===== src/rtl/rx_err_fifo.sv =====
module rx_err_fifo #(
  parameter int DEPTH = 16,
  parameter int MW    = 4,
  localparam int AW   = $clog2(DEPTH),
  localparam int CW   = AW + 1
) (
  input  logic          clk,
  input  logic          rst_n,
  input  logic          wr_en,
  input  logic [7:0]    wr_data,
  input  logic          wr_par_err,
  input  logic          wr_frm_err,
  input  logic          wr_brk,
  input  logic          fifo_en,
  input  logic [CW-1:0] trig_lvl,
  input  logic          ie_ls,
  input  logic          ie_ms,
  input  logic          rd_data_stb,
  input  logic          lsr_rd_stb,
  input  logic          msr_rd_stb,
  input  logic [MW-1:0] modem_in,
  output logic [7:0]    rd_data,
  output logic [7:0]    lsr,
  output logic [2*MW-1:0] msr,
  output logic          data_avail,
  output logic          irq_ls,
  output logic          irq_ms
);
  logic [10:0]   mem [DEPTH];
  logic [AW-1:0] wp, rp;
  logic [CW-1:0] cnt, ecnt;
  logic          ovr, ack;
  logic [MW-1:0] s1, s2, prv, dlt;

  wire [CW-1:0] cap      = fifo_en ? CW'(DEPTH) : CW'(1);
  wire          empty    = (cnt == '0);
  wire          full     = (cnt >= cap);
  wire          do_rd    = rd_data_stb && !empty;
  wire          do_wr    = wr_en && (!full || do_rd);
  wire [2:0]    wr_flags = {wr_brk, wr_frm_err, wr_par_err};
  wire [10:0]   head     = mem[rp];
  wire [2:0]    hflags   = empty ? 3'b000 : head[10:8];
  wire          head_err = |hflags;
  wire [CW-1:0] trig_eff = (trig_lvl == '0) ? CW'(1) : trig_lvl;

  always_ff @(posedge clk) begin
    if (do_wr) mem[wp] <= {wr_flags, wr_data};
  end

  always_ff @(posedge clk) begin
    if (!rst_n) begin
      wp   <= '0;
      rp   <= '0;
      cnt  <= '0;
      ecnt <= '0;
      ovr  <= 1'b0;
      ack  <= 1'b0;
    end else begin
      if (do_wr) wp <= (wp == AW'(DEPTH - 1)) ? '0 : wp + 1'b1;
      if (do_rd) rp <= (rp == AW'(DEPTH - 1)) ? '0 : rp + 1'b1;
      cnt  <= cnt + CW'(do_wr) - CW'(do_rd);
      ecnt <= ecnt + CW'(do_wr && (|wr_flags)) - CW'(do_rd && head_err);
      if (wr_en && !do_wr)  ovr <= 1'b1;
      else if (lsr_rd_stb)  ovr <= 1'b0;
      if (do_rd || empty)   ack <= 1'b0;
      else if (lsr_rd_stb)  ack <= 1'b1;
    end
  end

  always_ff @(posedge clk) begin
    if (!rst_n) begin
      s1  <= '0;
      s2  <= '0;
      prv <= '0;
      dlt <= '0;
    end else begin
      s1  <= modem_in;
      s2  <= s1;
      prv <= s2;
      dlt <= (msr_rd_stb ? '0 : dlt) | (s2 ^ prv);
    end
  end

  assign rd_data    = empty ? 8'h00 : head[7:0];
  assign lsr        = {ecnt != '0, 2'b00, hflags, ovr, !empty};
  assign msr        = {s2, dlt};
  assign data_avail = fifo_en ? (cnt >= trig_eff) : !empty;
  assign irq_ls     = ie_ls && ((head_err && !ack) || ovr);
  assign irq_ms     = ie_ms && (|dlt);
endmodule



===== config.mk =====
export PLATFORM = sky130hd
export DESIGN_NAME = rx_err_fifo
export DESIGN_NICKNAME = d
export VERILOG_FILES = /design/src/rtl/rx_err_fifo.sv
export SDC_FILE = /design/constraint.sdc
export NUM_CORES = 1
export LEC_CHECK = 0
export BUFFER_PORTS_ARGS = -buffer_cell sky130_fd_sc_hd__buf_2
export CAP_MARGIN = 20
export CORE_ASPECT_RATIO = 0.5
export CORE_MARGIN = 2
export CORE_UTILIZATION = 25
export DETAILED_ROUTE_END_ITERATION = 12
export PLACE_DENSITY = 0.48
export SLEW_MARGIN = 20
export SYNTH_ARGS = -nofsm -noshare
export SYNTH_HDL_FRONTEND = slang
export SYNTH_SLANG_ARGS = --single-unit

===== constraint.sdc =====
create_clock -name clk -period 9.9 [get_ports clk]
set_input_delay 0.495 -clock clk [delete_from_list [all_inputs] [get_ports clk]]
set_output_delay 0.495 -clock clk [all_outputs]
set_load 0.05 [all_outputs]

* Word-level counts from Yosys, hierarchy flattened
Memories as Yosys holds them, arrays and structs flattened. A register that Yosys moved wholly into a read port is not among the register bits. Index checks and enable logic that the tools add are counted.
Storage, ports and cells: register bits after elaboration 36, latch bits 0, bits in writable memories 176, memory bits (read-only) 0, input bits 29, output and inout bits 27, word-level logic and storage cells 61, memories kept 1
Cells by class: $add $sub $neg 6, multiply operators 0, div/mod/pow operators 0, order comparisons 2, equal/unequal tests 2, shift operators 0, mux-type cells 14, bitwise logic cells 3, reductions and logical operators 23
Memories:
- mem | words 16, bits a word 11, read ports 1, clocked after Yosys merged registers in 1, write ports 1, line 29 | logic [10:0] mem [DEPTH];
Operator list (number):
- 4-bit 2-to-1 mux | 5
- 5-bit by 1-bit adder with 5-bit output | 2
- 5-bit >= comparator | 2
- 5-bit zero test | 2
- 5-bit 2-to-1 mux | 2
- 5-bit by 1-bit subtractor with 5-bit output | 2
- 4-bit by 1-bit adder with 4-bit output (second input constant) | 2
- 4-bit == test (second input constant) | 2
- 1-bit logical AND | 8
- 8-bit 2-to-1 mux | 1
- 3-bit OR reduction | 2
- 1-bit 2-to-1 mux | 5
- 5-bit nonzero test | 1
- 1-bit zero test | 4
- 4-bit bitwise OR | 1
- 4-bit OR reduction | 1
- 4-bit XOR | 1
- 1-bit logical OR | 3
- 3-bit 2-to-1 mux | 1
- 2-bit nonzero test | 1
- 2-bit OR reduction | 1
- 1-bit inverter | 1

* Depth between registers and ports, before layout
Gate-level depths: netlist (run 1).
depth in word-level cells 8, mapped depth 19, gate-level depth less buffers 18

* Worst setup path before layout (run 1)
No wires, ideal clock.
kind register to output, start point register with a tool-made name, end point output irq_ls, arrival 2.828 ns, data required time 9.405 ns, path slack 6.577 ns, cell stages (with the launch flop) 9, buffers on the path 2, path through dfxtp_1 > buf_6 > buf_6 > mux4_1 > nand3_1 > and3_1 > nand2_1 > nor2_1 > o41ai_1
RTL lines:
- to (decl) | line 26 | output logic irq_ls,

==> flow_metrics.py, run 1 <==
metrics = {
    "status": {
        "status": "complete, no violations",
    },
    "job": {
        "drv_cap": 0,
    },
    "floorplanning": {
        "die_h_um": 138,
        "die_area_um2": 37300,
        "pin_count": 56,
        "num_rows": 48,
        "die_width_um": 271,
        "core_area_um2": 34800,
        "initial_utilization_pct": 25.6,
    },
    "final_layout": {
        "nNetsFinal": 631,
        "fill_cells": 3478,
        "diodes": 0,
        "fin_area_um2": 10500,
        "final_cell_mix": "edfxtp_1, buf_2, dfxtp_1",
        "layout-drive-gt1-share_pct": 24.3,
        "synthToLayoutAreaGrowth_pct": 17.4,
        "final_common_cell": "edfxtp_1",
    },
    "worst_setup_path": {
        "path_cells": "buf_4 > mux4_1 > a22oi_1 > and3_1 > nand2_1 > nor2_1 > nor2_1 > ha_1 > inv_1 > ha_1 > inv_1 > fa_1 > inv_1 > a21oi_1 > nor2_1 > or3_1 > and3_1",
        "critPathArrivalTime_ns": 4.31,
        "cp_slowest_stage_delay_ns": 0.65,
        "critPathMaxFanout": 44,
        "cp_data_required_time_ns": 10.30,
        "end_kind": "register",
        "path_class": "register to register",
        "cp-start-kind": "register",
        "cp_slowest_cell": "buf_4",
    },
    "detailed_routing": {
        "routed_wl_um": 18800,
        "vias": 4511,
        "routed_via_density": 4.23,
        "ant_nets": 0,
        "wl_per_cell_um": 17.6,
        "dr.pass1.iters": 4,
        "drt_iter0_markers": 261,
        "drc": 0,
    },
    "sta": {
        "maxSlewViolCount": 0,
        "rsz0062_at_grt": "no",
        "setup_viol": 0,
        "fin_tns_setup_ns": 0,
        "tightest_slew_ns": 0.909,
        "fin_worst_skew_ns": 0.0109,
        "fin_crit_sh_pct": 39.4,
        "max_slew_margin_pct": 39.2,
        "min_period_ns": 3.90,
        "max_freq_mhz": 256,
        "hold_viol": 0,
    },
    "global_routing": {
        "grt-ovfl-total": 0,
        "first_global_vias": 4697,
        "grt_max_degree": 45,
        "antenna_found_initial": 1,
        "grt_pass1_wl_um": 28700,
        "groute.usage.overall_pct": 10.2,
    },
    "clock_network": {
        "cts_num_sinks": 216,
        "root_buffer": "clkbuf_16",
        "cts_buffers": 23,
        "clk_pin_slew_ns": 0.06,
        "cts_resized": 0,
        "hold_buffers": 0,
        "clockBufferDepth": 3,
        "clk_latency_ns": 0.52,
        "cts_tree": "yes",
        "cts_setup_buffers": 0,
        "h-tree-depth": 1,
    },
    "logic_synthesis": {
        "ys_seq_elements": 216,
        "synth-main-ff-cell": "edfxtp_1",
        "netlist_area_um2": 8930,
        "synth_cell_types": 47,
        "async_flop_share_pct": 0,
        "yosysWarnings": 0,
        "syn_area_per_cell_um2": 17.7,
        "postSynthCellCount": 505,
        "ys_seq_area_share_pct": 68.1,
        "synth-edff-count": 176,
    },
    "placement": {
        "io_buffers": 53,
        "globalplace.congestion": 0.740,
        "dpl.hpwl_um": 11200,
        "dpl_cell_area_um2": 9760,
    },
    "power_and_ir_drop": {
        "power.density_nw_per_um2": 248,
        "static-leakage-power_nw": 3.58,
        "vdd_drop_max_uv": 128,
    },
    "min_path": {
        "hp-class": "input pin to register",
    },
}
[routing by layer]
| layer | wire length (um) | share of wire (%) | up-vias | track usage (%) |
|---|---|---|---|---|
| li1 | - | - | 2102 | - |
| met2 | 8980 | 48 | 71 | 17.2 |
| met1 | 8460 | 45 | 2298 | 13.4 |
| met3 | 692 | 3.7 | 38 | 1.59 |
| met4 | 635 | 3.4 | 2 | 3.94 |
| met5 | 13 | 0.069 | - | 0 |
[metrics by stage]
stage	instances	util, %	hold WS, ns	power, mW	worst slack, ns
floorplan	506	-	0.412	1.64	6.58
global placement	1025	28.0	0.415	1.79	5.97
detailed placement	1025	28.0	0.418	1.80	5.90
CTS	1067	30.1	0.177	2.63	5.90
global route	1067	30.1	0.195	2.73	5.69
finish	1067	30.1	0.192	2.60	6.00
[cell usage after synthesis, types with 9 or more instances]
| cell | number | area (um^2) |
|---|---|---|
| nand2_1 | 14 | 52.6 |
| edfxtp_1 | 176 | 5290 |
| mux4_1 | 19 | 499 |
| a21oi_1 | 11 | 55.1 |
| xnor2_1 | 9 | 78.8 |
| and2_1 | 29 | 181 |
| ha_1 | 25 | 313 |
| nor2_1 | 28 | 105 |
| inv_1 | 24 | 90.1 |
| nand3_1 | 9 | 45.0 |
| dfxtp_1 | 40 | 801 |
| mux4_2 | 33 | 743 |
[report_power, final]
part           internal (mW)  switching, mW
clock                  0.481          0.349
sequential              1.03         0.0301
combinational          0.262          0.440
[registers in the layout (all words and copies together), names as in the netlist, named ones only]
signal / count
mem: 176
cnt: 5
ecnt: 5
dlt: 4
prv: 4
rp: 4
s1: 4
s2: 4
wp: 4
ack: 1
ovr: 1
[area by class of cell]
cell class              count  area, um^2  share of cell area [%]
multi-input cells         243        2620                    25.0
clock buffers              26         587                    5.60
repair buffers             66         363                    3.46
well taps                 475         594                    5.67
flip-flops and latches    216        6090                    58.1
clock inverters            16         141                    1.35
inverters                  25        93.8                   0.895
[kinds of logic after synthesis]
| kind of cell | synth area share [%] |
|---|---|
| muxes | 13.9 |
| DFF | 68.1 |
| xor gates and xnor gates | 1.08 |
| other | 0.0420 |
| AOI/OAI and AO/OA | 3.11 |
| buffers and inverters | 3.07 |
| and+or+nand+nor | 6.71 |
| adders and majority gates | 3.95 |
[final timing paths]
check | from | end | slack [ns] | depth (start not counted)
setup / recovery | register | ecnt[4] | 6.00 | 17
hold / removal | modem_in[3] | s1[3] | 0.19 | 2
setup reg to reg | register | ecnt[4] | 6.00 | 17
hold reg to reg | s1[3] | s2[3] | 0.43 | 1
[critical path: cells and delay by family, from the launching register on]
kind            cells  cell delay [ns]
compound gates      2             0.32
fa+ha+maj           3             0.64
mux                 1             0.64
simple gates        7             1.03
buf+inv             4             0.81
flops               1             0.31
(Power assumes the default switching activity.)
==> inputs of run 2 (changes only) <==
Settings changed: ABC_AREA set to 1.
Clock period 9.9 ns to 4 ns, I/O delays scaled along.
==> run 2 against run 1 <==
  * Total power grew to 2.7 times the previous value
  * Clock skew is 0.0034 ns lower
  * Worst setup slack worse by 5.2 ns
  * Area after synthesis increased by 1.9%
  * Cell count up 27%
  * Global-route usage rose by 1.7 points
  * Wire length increased by 20%
  * Largest cell class unchanged
==> flow_metrics.py, run 2 <==
metrics = {
    "detailed_routing": {
        "routed_wl_um": 22500,
        "drt_iter0_markers": 504,
        "dr.pass1.iters": 7,
        "routed_via_density": 4.44,
        "drc": 0,
        "vias": 6021,
        "ant_nets": 0,
        "wl_per_cell_um": 16.6,
    },
    "final_layout": {
        "final_cell_mix": "edfxtp_1, nor2_1, nand2_1",
        "final_common_cell": "edfxtp_1",
        "fill_cells": 3693,
        "regArea_um2": 6090,
        "final_core_util_pct": 29.6,
        "largest_reg_flops": 176,
        "multi_input_area_um2": 2440,
        "top_register": "mem",
        "synthToLayoutAreaGrowth_pct": 16.9,
        "layout-drive-gt1-share_pct": 12.9,
        "nNetsFinal": 914,
        "diodes": 0,
        "top_regs": "mem: 176 flops, cnt: 5 flops, ecnt: 5 flops",
    },
    "sta": {
        "tightest_slew_ns": 0.706,
        "maxSlewViolCount": 0,
        "max_freq_mhz": 312,
        "setup_viol": 0,
        "fin_tns_setup_ns": 0,
        "min_period_ns": 3.20,
        "hold_viol": 0,
        "fin_crit_sh_pct": 80.1,
        "hold_slack_ns": 0.0479,
        "max_slew_margin_pct": 52.9,
        "rsz0062_at_grt": "no",
        "fin_worst_skew_ns": 0.00746,
    },
    "worst_setup_path": {
        "crit_path_frequent_cell": "inv_1",
        "worst-r2r-cell-count": 21,
        "critPathMaxFanout": 7,
        "end_kind": "register",
        "path_cells": "inv_1 > ha_1 > nand2_1 > nand4_1 > nand2_1 > inv_1 > o21ai_2 > nand2_2 > inv_2 > o31ai_1 > ha_1 > inv_1 > ha_1 > inv_1 > fa_1 > inv_1 > nand2_1 > a21oi_1 > nor2_1 > o21ai_0 > a21oi_1",
        "crit-reg2reg-capture": "ecnt[4]",
        "cp-start-kind": "register",
        "critPathArrivalTime_ns": 3.59,
        "r2r_start": "cnt[1]",
        "path_class": "register to register",
        "cp_slowest_cell": "dfxtp_1",
        "cp_data_required_time_ns": 4.39,
        "reg2reg_slack_ns": 0.80,
        "cp_slowest_stage_delay_ns": 0.43,
    },
    "global_routing": {
        "grt-ovfl-total": 0,
        "grt_pass1_wl_um": 34900,
        "first_global_vias": 5918,
        "grt_max_degree": 89,
        "groute.usage.overall_pct": 11.9,
        "antenna_found_initial": 0,
    },
    "logic_synthesis": {
        "synth-main-ff-cell": "edfxtp_1",
        "postSynthCellCount": 791,
        "netlist_area_um2": 9100,
        "ys_seq_area_share_pct": 66.8,
        "synth_compound_area_share_pct": 9.61,
        "ys_seq_elements": 216,
        "synth-edff-count": 176,
        "synth_cell_types": 40,
        "yosys.area.top_type": "edfxtp_1",
        "ys_top_cells_by_area": "edfxtp_1, dfxtp_1, nor2_1, nand2_1, o21ai_0",
        "synth_top_area_share_pct": 58.0,
        "async_flop_share_pct": 0,
        "yosys.area_share.simple_pct": 12.3,
        "synth_top_family_by_area": "simple AND/OR/NAND/NOR gates",
        "yosysWarnings": 0,
        "yosys.area_share.adder_pct": 3.88,
        "synth.most_common_cell": "edfxtp_1",
        "synth_xor_area_share_pct": 0.962,
        "synth_common_cells": "edfxtp_1, nor2_1, nand2_1",
        "synth_mux_area_share_pct": 0,
        "syn_area_per_cell_um2": 11.5,
    },
    "power_and_ir_drop": {
        "static-leakage-power_nw": 4.03,
        "vdd_drop_max_uv": 399,
        "power.density_nw_per_um2": 648,
    },
    "min_path": {
        "min_delay_path_depth": 5,
        "hp-class": "input pin to register",
        "hold_end": "ovr",
        "hp-start": "wr_en",
    },
    "clock_network": {
        "cts_setup_buffers": 0,
        "clk_pin_slew_ns": 0.06,
        "h-tree-depth": 1,
        "cts_num_sinks": 216,
        "clockBufferDepth": 3,
        "root_buffer": "clkbuf_16",
        "clk_latency_ns": 0.51,
        "cts_buffers": 22,
        "cts_resized": 0,
        "cts_tree": "yes",
    },
    "floorplanning": {
        "num_rows": 49,
        "initial_utilization_pct": 25.3,
        "die_area_um2": 38100,
        "core_area_um2": 35900,
        "die_width_um": 274,
        "die_h_um": 139,
        "pin_count": 56,
    },
    "status": {
        "status": "complete, no violations",
    },
    "placement": {
        "dpl.hpwl_um": 13300,
        "io_buffers": 53,
        "globalplace.congestion": 0.739,
    },
    "job": {
        "drv_cap": 0,
    },
}
run 2: critical path, delay by kind of cell, from the launching register on:
kind | cells | cell delay [ns]
AOI/OAI and AO/OA | 5 | 0.56
adders and majority gates | 4 | 1.07
buffers and inverters | 6 | 0.54
DFF | 1 | 0.43
and+or+nand+nor | 6 | 0.50
run 2: logic make-up (layout without fill, tap and decap cells):
kind of cell / count (synthesis) / count (layout)
compound gates: 148 / 148
xor+xnor: 10 / 10
fa+ha+maj: 27 / 27
buf+inv: 114 / 195
flops: 216 / 216
other cells: 1 / 2
simple gates: 275 / 275
run 2: layer usage:
layer | up-vias | part of all wire, % | wire length (um) | GRT usage, %
met3 | 27 | 4.1 | 932 | 1.78
met1 | 2981 | 49 | 11000 | 17.2
met4 | 0 | 1.7 | 380 | 2.37
met2 | 127 | 46 | 10200 | 18.9
met5 | - | 0 | 0 | 0
li1 | 2886 | - | - | -
run 2: area by class of cell:
type                    count  share of cell area (%)
flip-flops and latches    216                    57.2
repair buffers             82                    4.70
well taps                 484                    5.69
multi-input cells         462                    23.0
clock inverters             8                    1.03
clock buffers              31                    5.69
inverters                  74                    2.73
run 2: worst max path at each step:
stage               slack [ns]   start  cells after the start      end
floorplan                 1.08  cnt[2]                     19  ecnt[4]
global placement          0.84  cnt[1]                     21  ecnt[4]
detailed placement        0.80  cnt[1]                     21  ecnt[4]
CTS                       0.77  cnt[1]                     21  ecnt[4]
global route              0.45  cnt[1]                     21  ecnt[4]
finish                    0.80  cnt[1]                     21  ecnt[4]
run 2: through the flow:
step	cells	setup WS, ns	area (um^2)	total power, mW
3_5_place_dp	1311	0.801	9860	4.88
5_1_grt	1357	0.454	10600	7.28
3_3_place_gp	1311	0.844	9860	4.85
4_1_cts	1357	0.769	10600	6.96
2_1_floorplan	792	1.08	9110	4.34
6_report	1357	0.796	10600	6.90
run 2: where the power goes:
part	internal [mW]	leakage (nW)	switching [mW]	total [mW]
registers	2.59	1.92	0.0860	2.67
clock network	1.24	0.345	0.832	2.08
logic	0.577	1.77	1.57	2.15
total	4.41	4.03	2.49	6.90
run 2: repair_timing:
action | 4_1_cts | 5_1_grt
hold buffers | 7 | 0
endpoints found under the hold margin | 6 | 0
endpoints found under the setup margin | 0 | 0
